--- src/rtl/demap_pkg.sv ---
package demap_pkg;
  // Context selector codes carried in the request address.
  typedef enum logic [1:0] {
    SEL_PRIM = 2'd0,
    SEL_SEC  = 2'd1,
    SEL_NUC  = 2'd2,
    SEL_RSVD = 2'd3
  } ctx_sel_e;

  localparam int OP_BIT      = 6;   // 1 = context demap, 0 = page demap
  localparam int SEL_LSB     = 4;   // selector lives in bits SEL_LSB+1:SEL_LSB
  localparam int BASE_SHIFT  = 13;  // smallest page offset width
  localparam int SIZE_STEP   = 3;   // offset grows by this per size step
endpackage

--- src/rtl/demap_decode.sv ---
module demap_decode #(
  parameter int CTX_W = 13
) (
  input  logic [2:0]       addr_bits,   // address bits 6:4
  input  logic [CTX_W-1:0] prim_ctx,
  input  logic [CTX_W-1:0] sec_ctx,
  output logic             op_is_ctx,
  output logic             sel_rsvd,
  output logic [CTX_W-1:0] sel_ctx
);
  import demap_pkg::*;

  ctx_sel_e sel;

  assign sel       = ctx_sel_e'(addr_bits[1:0]);
  assign op_is_ctx = addr_bits[2];

  always_comb begin
    sel_rsvd = 1'b0;
    sel_ctx  = '0;
    unique case (sel)
      SEL_PRIM: sel_ctx = prim_ctx;
      SEL_SEC:  sel_ctx = sec_ctx;
      SEL_NUC:  sel_ctx = '0;
      SEL_RSVD: sel_rsvd = 1'b1;
      default:  sel_rsvd = 1'b1;
    endcase
  end
endmodule

--- src/rtl/demap_scan.sv ---
module demap_scan #(
  parameter int N_ENTRY = 64,
  localparam int IDX_W = $clog2(N_ENTRY)
) (
  input  logic             clk,
  input  logic             rst_n,
  input  logic             req_valid,
  output logic             accept,
  output logic             busy,
  output logic [IDX_W-1:0] idx,
  output logic             last,
  output logic             done
);
  localparam logic [IDX_W-1:0] LAST_IDX = IDX_W'(N_ENTRY - 1);

  assign accept = req_valid && !busy;
  assign last   = busy && (idx == LAST_IDX);

  always_ff @(posedge clk) begin
    if (!rst_n) begin
      busy <= 1'b0;
      idx  <= '0;
      done <= 1'b0;
    end else begin
      done <= 1'b0;
      if (accept) begin
        busy <= 1'b1;
        idx  <= '0;
      end else if (busy) begin
        if (last) begin
          busy <= 1'b0;
          done <= 1'b1;
        end else begin
          idx <= idx + 1'b1;
        end
      end
    end
  end


  done_single_chk: assert property (@(posedge clk) disable iff (!rst_n)
    done |=> !done);

  done_after_last_chk: assert property (@(posedge clk) disable iff (!rst_n)
    last |=> (done && !busy));

  busy_step_chk: assert property (@(posedge clk) disable iff (!rst_n)
    (busy && !last) |=> (busy && idx == IDX_W'($past(idx) + 1'b1)));
endmodule

--- src/rtl/demap_store.sv ---
module demap_store #(
  parameter int N_ENTRY = 64,
  parameter int VA_W    = 64,
  parameter int SIZE_W  = 2,
  localparam int IDX_W = $clog2(N_ENTRY)
) (
  input  logic              clk,
  input  logic              rst_n,
  input  logic              wr_en,
  input  logic [IDX_W-1:0]  wr_idx,
  input  logic              wr_valid,
  input  logic              wr_global,
  input  logic [SIZE_W-1:0] wr_size,
  input  logic [VA_W-1:0]   wr_tag,
  input  logic              clr_en,
  input  logic [IDX_W-1:0]  clr_idx,
  output logic              sc_valid,
  output logic              sc_global,
  output logic [SIZE_W-1:0] sc_size,
  output logic [VA_W-1:0]   sc_tag,
  input  logic [IDX_W-1:0]  rd_idx,
  output logic              rd_valid,
  output logic              rd_global,
  output logic [SIZE_W-1:0] rd_size,
  output logic [VA_W-1:0]   rd_tag
);
  logic [N_ENTRY-1:0] valid_q;
  logic [N_ENTRY-1:0] global_q;
  logic [SIZE_W-1:0]  size_q [N_ENTRY];
  logic [VA_W-1:0]    tag_q  [N_ENTRY];

  // Clear first, load second: a same-edge load overrides the clear.
  always_ff @(posedge clk) begin
    if (!rst_n) begin
      valid_q <= '0;
    end else begin
      if (clr_en) valid_q[clr_idx] <= 1'b0;
      if (wr_en)  valid_q[wr_idx]  <= wr_valid;
    end
  end

  always_ff @(posedge clk) begin
    if (wr_en) begin
      global_q[wr_idx] <= wr_global;
      size_q[wr_idx]   <= wr_size;
      tag_q[wr_idx]    <= wr_tag;
    end
  end

  assign sc_valid  = valid_q[clr_idx];
  assign sc_global = global_q[clr_idx];
  assign sc_size   = size_q[clr_idx];
  assign sc_tag    = tag_q[clr_idx];

  assign rd_valid  = valid_q[rd_idx];
  assign rd_global = global_q[rd_idx];
  assign rd_size   = size_q[rd_idx];
  assign rd_tag    = tag_q[rd_idx];


  tag_kept_chk: assert property (@(posedge clk) disable iff (!rst_n)
    (clr_en && !wr_en) |=> (tag_q[$past(clr_idx)] == $past(sc_tag)));

  load_wins_chk: assert property (@(posedge clk) disable iff (!rst_n)
    (clr_en && wr_en && wr_idx == clr_idx) |=> (valid_q[$past(clr_idx)] == $past(wr_valid)));
endmodule

--- src/rtl/demap_match.sv ---
module demap_match #(
  parameter int VA_W   = 64,
  parameter int CTX_W  = 13,
  parameter int SIZE_W = 2
) (
  input  logic              e_valid,
  input  logic              e_global,
  input  logic [SIZE_W-1:0] e_size,
  input  logic [VA_W-1:0]   e_tag,
  input  logic [VA_W-1:0]   q_addr,
  input  logic [CTX_W-1:0]  q_ctx,
  input  logic              q_op_ctx,
  input  logic              q_rsvd,
  output logic              hit
);
  import demap_pkg::*;

  function automatic logic [VA_W-1:0] page_mask(input logic [SIZE_W-1:0] sz);
    logic [VA_W-1:0] m;
    m = '1;
    return m << (BASE_SHIFT + SIZE_STEP * int'(sz));
  endfunction

  function automatic logic page_hit(input logic [VA_W-1:0] a,
                                    input logic [VA_W-1:0] t,
                                    input logic [SIZE_W-1:0] sz);
    return ((a ^ t) & page_mask(sz)) == '0;
  endfunction

  logic ctx_eq;
  assign ctx_eq = (e_tag[CTX_W-1:0] == q_ctx);

  always_comb begin
    if (!e_valid || q_rsvd)
      hit = 1'b0;
    else if (q_op_ctx)
      hit = !e_global && ctx_eq;
    else
      hit = page_hit(q_addr, e_tag, e_size) && (e_global || ctx_eq);
  end
endmodule

--- src/rtl/tlb_demap_ctrl.sv ---
module tlb_demap_ctrl #(
  parameter int N_ENTRY = 64,
  parameter int VA_W    = 64,
  parameter int CTX_W   = 13,
  parameter int SIZE_W  = 2,
  localparam int IDX_W = $clog2(N_ENTRY)
) (
  input  logic              clk,
  input  logic              rst_n,
  input  logic              req_valid,
  input  logic [VA_W-1:0]   req_addr,
  input  logic [CTX_W-1:0]  prim_ctx,
  input  logic [CTX_W-1:0]  sec_ctx,
  input  logic              wr_en,
  input  logic [IDX_W-1:0]  wr_idx,
  input  logic              wr_valid,
  input  logic              wr_global,
  input  logic [SIZE_W-1:0] wr_size,
  input  logic [VA_W-1:0]   wr_tag,
  input  logic [IDX_W-1:0]  rd_idx,
  output logic              rd_valid,
  output logic              rd_global,
  output logic [SIZE_W-1:0] rd_size,
  output logic [VA_W-1:0]   rd_tag,
  output logic              busy,
  output logic              done
);
  import demap_pkg::*;

  // Decoded view of the incoming request.
  logic             dec_op_ctx;
  logic             dec_rsvd;
  logic [CTX_W-1:0] dec_ctx;

  // Request captured at accept time.
  logic [VA_W-1:0]  addr_q;
  logic             op_q;
  logic             rsvd_q;
  logic [CTX_W-1:0] ctx_q;

  // Scan and store events, named for the assertions.
  logic             accept;
  logic             last;
  logic [IDX_W-1:0] scan_idx;
  logic             sc_valid;
  logic             sc_global;
  logic [SIZE_W-1:0] sc_size;
  logic [VA_W-1:0]  sc_tag;
  logic             entry_hit;
  logic             clr_fire;

  demap_decode #(.CTX_W(CTX_W)) u_decode (
    .addr_bits (req_addr[OP_BIT:SEL_LSB]),
    .prim_ctx  (prim_ctx),
    .sec_ctx   (sec_ctx),
    .op_is_ctx (dec_op_ctx),
    .sel_rsvd  (dec_rsvd),
    .sel_ctx   (dec_ctx)
  );

  always_ff @(posedge clk) begin
    if (!rst_n) begin
      addr_q <= '0;
      op_q   <= 1'b0;
      rsvd_q <= 1'b1;
      ctx_q  <= '0;
    end else if (accept) begin
      addr_q <= req_addr;
      op_q   <= dec_op_ctx;
      rsvd_q <= dec_rsvd;
      ctx_q  <= dec_ctx;
    end
  end

  demap_scan #(.N_ENTRY(N_ENTRY)) u_scan (
    .clk       (clk),
    .rst_n     (rst_n),
    .req_valid (req_valid),
    .accept    (accept),
    .busy      (busy),
    .idx       (scan_idx),
    .last      (last),
    .done      (done)
  );

  demap_store #(.N_ENTRY(N_ENTRY), .VA_W(VA_W), .SIZE_W(SIZE_W)) u_store (
    .clk       (clk),
    .rst_n     (rst_n),
    .wr_en     (wr_en),
    .wr_idx    (wr_idx),
    .wr_valid  (wr_valid),
    .wr_global (wr_global),
    .wr_size   (wr_size),
    .wr_tag    (wr_tag),
    .clr_en    (clr_fire),
    .clr_idx   (scan_idx),
    .sc_valid  (sc_valid),
    .sc_global (sc_global),
    .sc_size   (sc_size),
    .sc_tag    (sc_tag),
    .rd_idx    (rd_idx),
    .rd_valid  (rd_valid),
    .rd_global (rd_global),
    .rd_size   (rd_size),
    .rd_tag    (rd_tag)
  );

  demap_match #(.VA_W(VA_W), .CTX_W(CTX_W), .SIZE_W(SIZE_W)) u_match (
    .e_valid  (sc_valid),
    .e_global (sc_global),
    .e_size   (sc_size),
    .e_tag    (sc_tag),
    .q_addr   (addr_q),
    .q_ctx    (ctx_q),
    .q_op_ctx (op_q),
    .q_rsvd   (rsvd_q),
    .hit      (entry_hit)
  );

  assign clr_fire = busy && entry_hit;


  clear_only_valid_chk: assert property (@(posedge clk) disable iff (!rst_n)
    clr_fire |-> sc_valid);

  global_survives_chk: assert property (@(posedge clk) disable iff (!rst_n)
    (clr_fire && op_q) |-> !sc_global);

  rsvd_quiet_chk: assert property (@(posedge clk) disable iff (!rst_n)
    (busy && rsvd_q) |-> !clr_fire);

  no_restart_chk: assert property (@(posedge clk) disable iff (!rst_n)
    (busy && req_valid) |=> $stable(addr_q));
endmodule

--- config.mk ---
export PLATFORM = sky130hd
export DESIGN_NAME = tlb_demap_ctrl
export DESIGN_NICKNAME = d
export VERILOG_FILES = /design/src/rtl/demap_pkg.sv /design/src/rtl/demap_decode.sv /design/src/rtl/demap_scan.sv /design/src/rtl/demap_store.sv /design/src/rtl/demap_match.sv /design/src/rtl/tlb_demap_ctrl.sv
export SDC_FILE = /design/constraint.sdc
export NUM_CORES = 2
export LEC_CHECK = 0
export ABC_CLOCK_PERIOD_IN_PS = 8100
export BUFFER_PORTS_ARGS = -buffer_cell sky130_fd_sc_hd__buf_2
export CAP_MARGIN = 10
export CORE_ASPECT_RATIO = 1.75
export CORE_UTILIZATION = 35
export CTS_BUF_LIST = sky130_fd_sc_hd__clkbuf_8 sky130_fd_sc_hd__clkbuf_16
export CTS_CLUSTER_DIAMETER = 200
export DETAILED_ROUTE_END_ITERATION = 8
export GPL_TIMING_DRIVEN = 0
export PLACE_DENSITY = 0.48
export REMOVE_ABC_BUFFERS = 1
export SETUP_SLACK_MARGIN = 0.4
export SYNTH_ARGS = -nofsm -noshare
export SYNTH_HDL_FRONTEND = slang
export SYNTH_MEMORY_MAX_BITS = 65536
export SYNTH_SLANG_ARGS = --single-unit
--- constraint.sdc ---
create_clock -name clk -period 8.1 [get_ports clk]
set_clock_uncertainty 0.2 [all_clocks]
set_input_delay 0.81 -clock clk [delete_from_list [all_inputs] [get_ports clk]]
set_output_delay 0.81 -clock clk [all_outputs]
set_load 0.02 [all_outputs]
Word level (Yosys, flattened, before mapping)
Memories as Yosys holds them, arrays and structs flattened. A register that Yosys moved wholly into a read port is not among the register bits.
Cells that the tools add are included.

operators by class
  mux-type cells = 31
  reduce and logical (&&, ||, !) cells = 17
  $lt $le $gt $ge = 5
  shift-type cells = 1
  $add $sub $neg = 2
  equal/unequal tests = 4
  multipliers = 1
  bitwise logic cells = 7

operators with widths
  kind                    count
  $mux 64                 3
  $and 64x64->64          2
  $bwmux 64               2
  $logic_not 64->1        1
  $not 64->64             1
  $shl 64x32->64 const A  1
  $xor 64x64->64          1
  $add 5x32->32 const A   1
  $pmux 13 s2             1
  $bmux 1 s6              4
  $mux 6                  4
  $lt 6x7->1 const B      3
  $mux 1                  15
  $eq 13x13->1            1
  $demux 1 s6             2
  $ge 6x1->1 const B      2
  $logic_and 1x1->1       7
  $add 6x1->6 const B     1
  $eq 6x6->1 const B      1
  $mul 2x2->4 const A     1
  $logic_not 1->1         3
  $not 1->1               3
  $reduce_or 3->1         1
  $eq 2x1->1 const B      1
  5 further kinds         6

storage, ports and cells
  bits in registers = 215
  memories kept = 2
  bits of input ports = 174
  bits in writable memories = 4,224
  output and inout bits = 70

memory list
  name            words  bits a word  rd ports  clocked after Yosys merged registers in  wr ports  line               source
  u_store.tag_q   64     64           2         1                                        1         demap_store.sv:30  logic [VA_W-1:0] tag_q [N_ENTRY];
  u_store.size_q  64     2            2         1                                        1         demap_store.sv:29  logic [SIZE_W-1:0] size_q [N_ENTRY];

Depth between registers and ports, before layout
  word-level depth = 13
  gate-level depth with buffers = 25
  mapped depth without buffers = 13

By module
From an unflattened synthesis, not the netlist that was laid out.

unflattened totals
  cells, all modules = 11,740
  area, all modules = 204,398.5 um^2

by module, submodules not included
  module          area each (um^2)  times used  cells each
  demap_store     199,799.1         1           11,291
  tlb_demap_ctrl  2,996.6           1           255
  demap_match     1,003.5           1           123
  demap_scan      369.1             1           40
  demap_decode    230.2             1           31

Worst setup path before layout
No wires, ideal clock.

  path type = reg2reg
  from = register with a tool-made name
  to = register u_store.valid_q[45]
  stages on the path, launching flop included = 24
  arrival time = 5.678 ns
  library setup time = 0.128 ns
  path buffers = 12
  setup slack = 2.094 ns
  required time = 7.772 ns
  cell sequence = dfxtp_1 > buf_6 > buf_8 > buf_6 > buf_6 > buf_4 > buf_6 > buf_4 > buf_4 > buf_2 > buf_2 > mux4_2 > mux4_2 > mux4_2 > ha_1 > nor2_1 > o21ai_0 > or4b_1 > nor4b_1 > a41oi_1 > buf_2 > buf_6 > nor3_1 > o22ai_1

RTL lines
  what                             line               source
  to (signal, indexed assignment)  demap_store.sv:38  if (wr_en) valid_q[wr_idx] <= wr_valid;
  to (decl)                        demap_store.sv:27  logic [N_ENTRY-1:0] valid_q;

==> impl_metrics.json <==
{
  "hold_end": "ctx_q[3]",
  "r2r-end": "u_store.valid_q[16]",
  "antenna_found_initial": 82,
  "r2r_cells": 19,
  "clk_latency_ns": 1.02,
  "critPathRequiredTime_ns": 8.77,
  "syn_inst": 10496,
  "grt.total_usage_pct": 29.57,
  "synth_warnings": 0,
  "grt_pass1_vias": 127151,
  "power_frac_comb_pct": 7.5,
  "layout.nets": 10877,
  "p_leak_nw": 70.66,
  "synth_cell_types": 81,
  "drt_iter0_drc": 17536,
  "yosysSeqAreaShare_pct": 63.99,
  "timing.hold.ws_ns": 0.04548,
  "whs_path_depth": 4,
  "route.detailed.drc": 0,
  "wirelength_um": 892000,
  "wl_per_cell_um": 47.56,
  "ant_nets": 0,
  "period_needed_ns": 7.620,
  "syn_to_final_growth_pct": 14.55,
  "rsz0062_at_grt": "false",
  "fillers": 51590,
  "cts_tree": "done",
  "maxSlewViolCount": 0,
  "final_cell_mix": "edfxtp_1, mux4_2, mux2i_1, clkbuf_16, a22oi_1",
  "die_area_um2": 591600,
  "switching_power_mw": 11.56,
  "outcome": "completed",
  "worstSetupStartpointType": "register",
  "gr-total-overflow": 0,
  "regToRegSetupSlack_ns": 0.48,
  "root_buffer": "clkbuf_16",
  "syn_area_per_cell_um2": 19.62,
  "fmax_ghz": 0.1312,
  "irDropWorstVdd_uv": 178.1,
  "p_clk_share_pct": 41.3,
  "synth_area_um2": 206000,
  "dp_hpwl_um": 506700,
  "hold_path.class": "in -> reg",
  "start_util_pct": 35.15,
  "relSlewSlack_pct": 3.231,
  "timing.final.ws_setup_ns": 0.4796,
  "h-tree-depth": 5,
  "internal-power_mw": 38.16,
  "fin_crit_sh_pct": 94.08,
  "core_um2": 586000,
  "routed_via_density": 6.611,
  "cap_violations": 0,
  "num_vias": 123991,
  "dieWidth_um": 581.9,
  "clkTransAtPathRegs_ns": 0.07,
  "p_sw_share_pct": 23.25,
  "drive_gt1_share_pct": 32.30,
  "numCtsBuffers": 418,
  "clkSinkCount": 4439,
  "holdCritStartpoint": "prim_ctx[3]",
  "p_per_area_nw_per_um2": 210.7,
  "port_buffers": 238,
  "critical_path_arrival_ns": 8.29,
  "tightest_slew_ns": 1.449,
  "ys_seq_elements": 4439,
  "grt_max_degree": 128,
  "dr.pass1.iters": 9,
  "grt_pass1_wl_um": 1174000,
  "rows": 372,
  "pwr-share-seq_pct": 51.2,
  "gp_congestion": 0.8187,
  "final_common_cell": "edfxtp_1",
  "fp.dieH_um": 1017,
  "dp_slack_ns": -0.2907,
  "synth-edff-count": 4288,
  "cp_max_fo": 48,
  "hold_violations": 0,
  "pin_count": 244,
  "finalSetupViolCount": 0,
  "cts_max_path_buffers": 4,
  "cp-end-kind": "register",
  "synth_top_flop_cell": "edfxtp_1",
  "async_reset_ff_share_pct": 0,
  "crit_type": "reg -> reg"
}
-- how the worst max path moves through the flow --
stage	start	endpoint	depth (start not counted)
2_1_floorplan	register	u_store.valid_q[0]	12
3_3_place_gp	register	u_store.valid_q[62]	11
3_5_place_dp	register	u_store.valid_q[25]	23
4_1_cts	register	u_store.valid_q[25]	19
5_1_grt	register	u_store.valid_q[16]	19
6_report	register	u_store.valid_q[16]	19
-- per-layer routing --
metal / up-vias / GRT usage, % / share of wire (%) / wire length, µm
li1: 45866 / - / - / -
met1: 68934 / 37.24 / 37 / 331200
met2: 7434 / 47.89 / 48 / 423900
met3: 1723 / 5.722 / 8.6 / 76710
met4: 34 / 16.59 / 6.7 / 59910
met5: - / 0 / 0.026 / 232
-- timing repair --
action | 4_1_cts | 5_1_grt
resized for setup | 4 | 3
hold buffers | 43 | 0
endpoints found under the setup margin | 64 | 28
hold endpoints to repair | 43 | 0
gates cloned | 0 | 1
pin swaps | 2 | 0
setup buffers | 4 | 2
-- flip-flops by register name, summed over array words and instances (netlist names), named ones only --
signal	count
u_store.tag_q	4096
u_store.size_q	128
u_store.global_q	64
u_store.valid_q	64
addr_q	59
ctx_q	13
u_scan.idx	6
rsvd_q	1
u_scan.busy	1
u_scan.done	1
-- worst max-delay path, cell delays in order (launching register included) --
cell and delay, ns:
dfxtp_4 0.63, buf_16 0.33, buf_16 0.30, buf_16 0.33, buf_16 0.32, buf_16 0.27, nand2b_2 0.39, buf_12 0.31
o221ai_1 0.38, a21oi_1 0.07, or3_1 0.35, a21oi_1 0.63, xnor2_1 0.55, or3_1 0.52, nor4b_1 0.54, a41oi_4 0.20
buf_12 0.23, buf_16 0.19, nor3_1 0.25, o22ai_1 0.11
-- area by class of cell --
cell class	count	area [µm²]	area share, %
sequential	4439	131800	55.87
multi-input combinational	5154	70490	29.88
inverter	80	803.3	0.3405
clock inverter	342	3120	1.323
antenna	39	97.59	0.04137
clock buffer	429	10670	4.522
tap	7667	9593	4.066
timing repair buffer	604	9344	3.960
-- through the flow --
step           power, mW  util (%)  area (µm²)  cells  TNS [ns]
2_1_floorplan      28.60         -      202100   9673  -3081.06
3_3_place_gp       32.72     36.32      212900  17578         -
3_5_place_dp       29.64     37.79      221400  17892    -9.230
4_1_cts            49.92     40.23      235700  18710         0
5_1_grt            50.77     40.25      235900  18722         0
6_report           49.72     40.26      235900  18754         0
-- cells by family after synthesis --
logic type,synth area share (%)
compound gates,3.398
xor+xnor,0.2977
fa+ha+maj,0.03645
buf+inv,2.033
flops,63.99
mux,27.66
simple gates,2.586
-- synthesized netlist by cell type, types with 38 or more instances --
cell,instances,area share [%]
buf_2,157,0.38
o22ai_1,146,0.44
buf_6,42,0.23
inv_1,75,0.14
o21ai_0,80,0.19
a21oi_1,96,0.23
mux2_2,92,0.50
dfxtp_1,151,1.5
nand4_1,38,0.12
a22oi_1,365,1.3
mux2i_1,784,3.8
a21boi_0,61,0.22
nand3_1,265,0.64
nand2_1,334,0.61
buf_1,137,0.25
xnor2_1,49,0.21
nor3_1,107,0.26
nor2b_1,43,0.13
edfxtp_1,4288,63
clkbuf_1,413,0.75
nor2_1,115,0.21
a221oi_1,49,0.21
mux4_2,2135,23
buf_4,73,0.27
-- power by group through the flow --
stage,registers [mW],logic (mW),clock network (mW)
6_report,25.5,3.72,20.5
5_1_grt,25.5,3.86,21.4
4_1_cts,25.5,3.72,20.8
3_5_place_dp,26.0,3.68,0
3_3_place_gp,26.2,6.55,0
2_1_floorplan,26.0,2.57,0
Note: power is estimated with default switching activity, not from simulation.
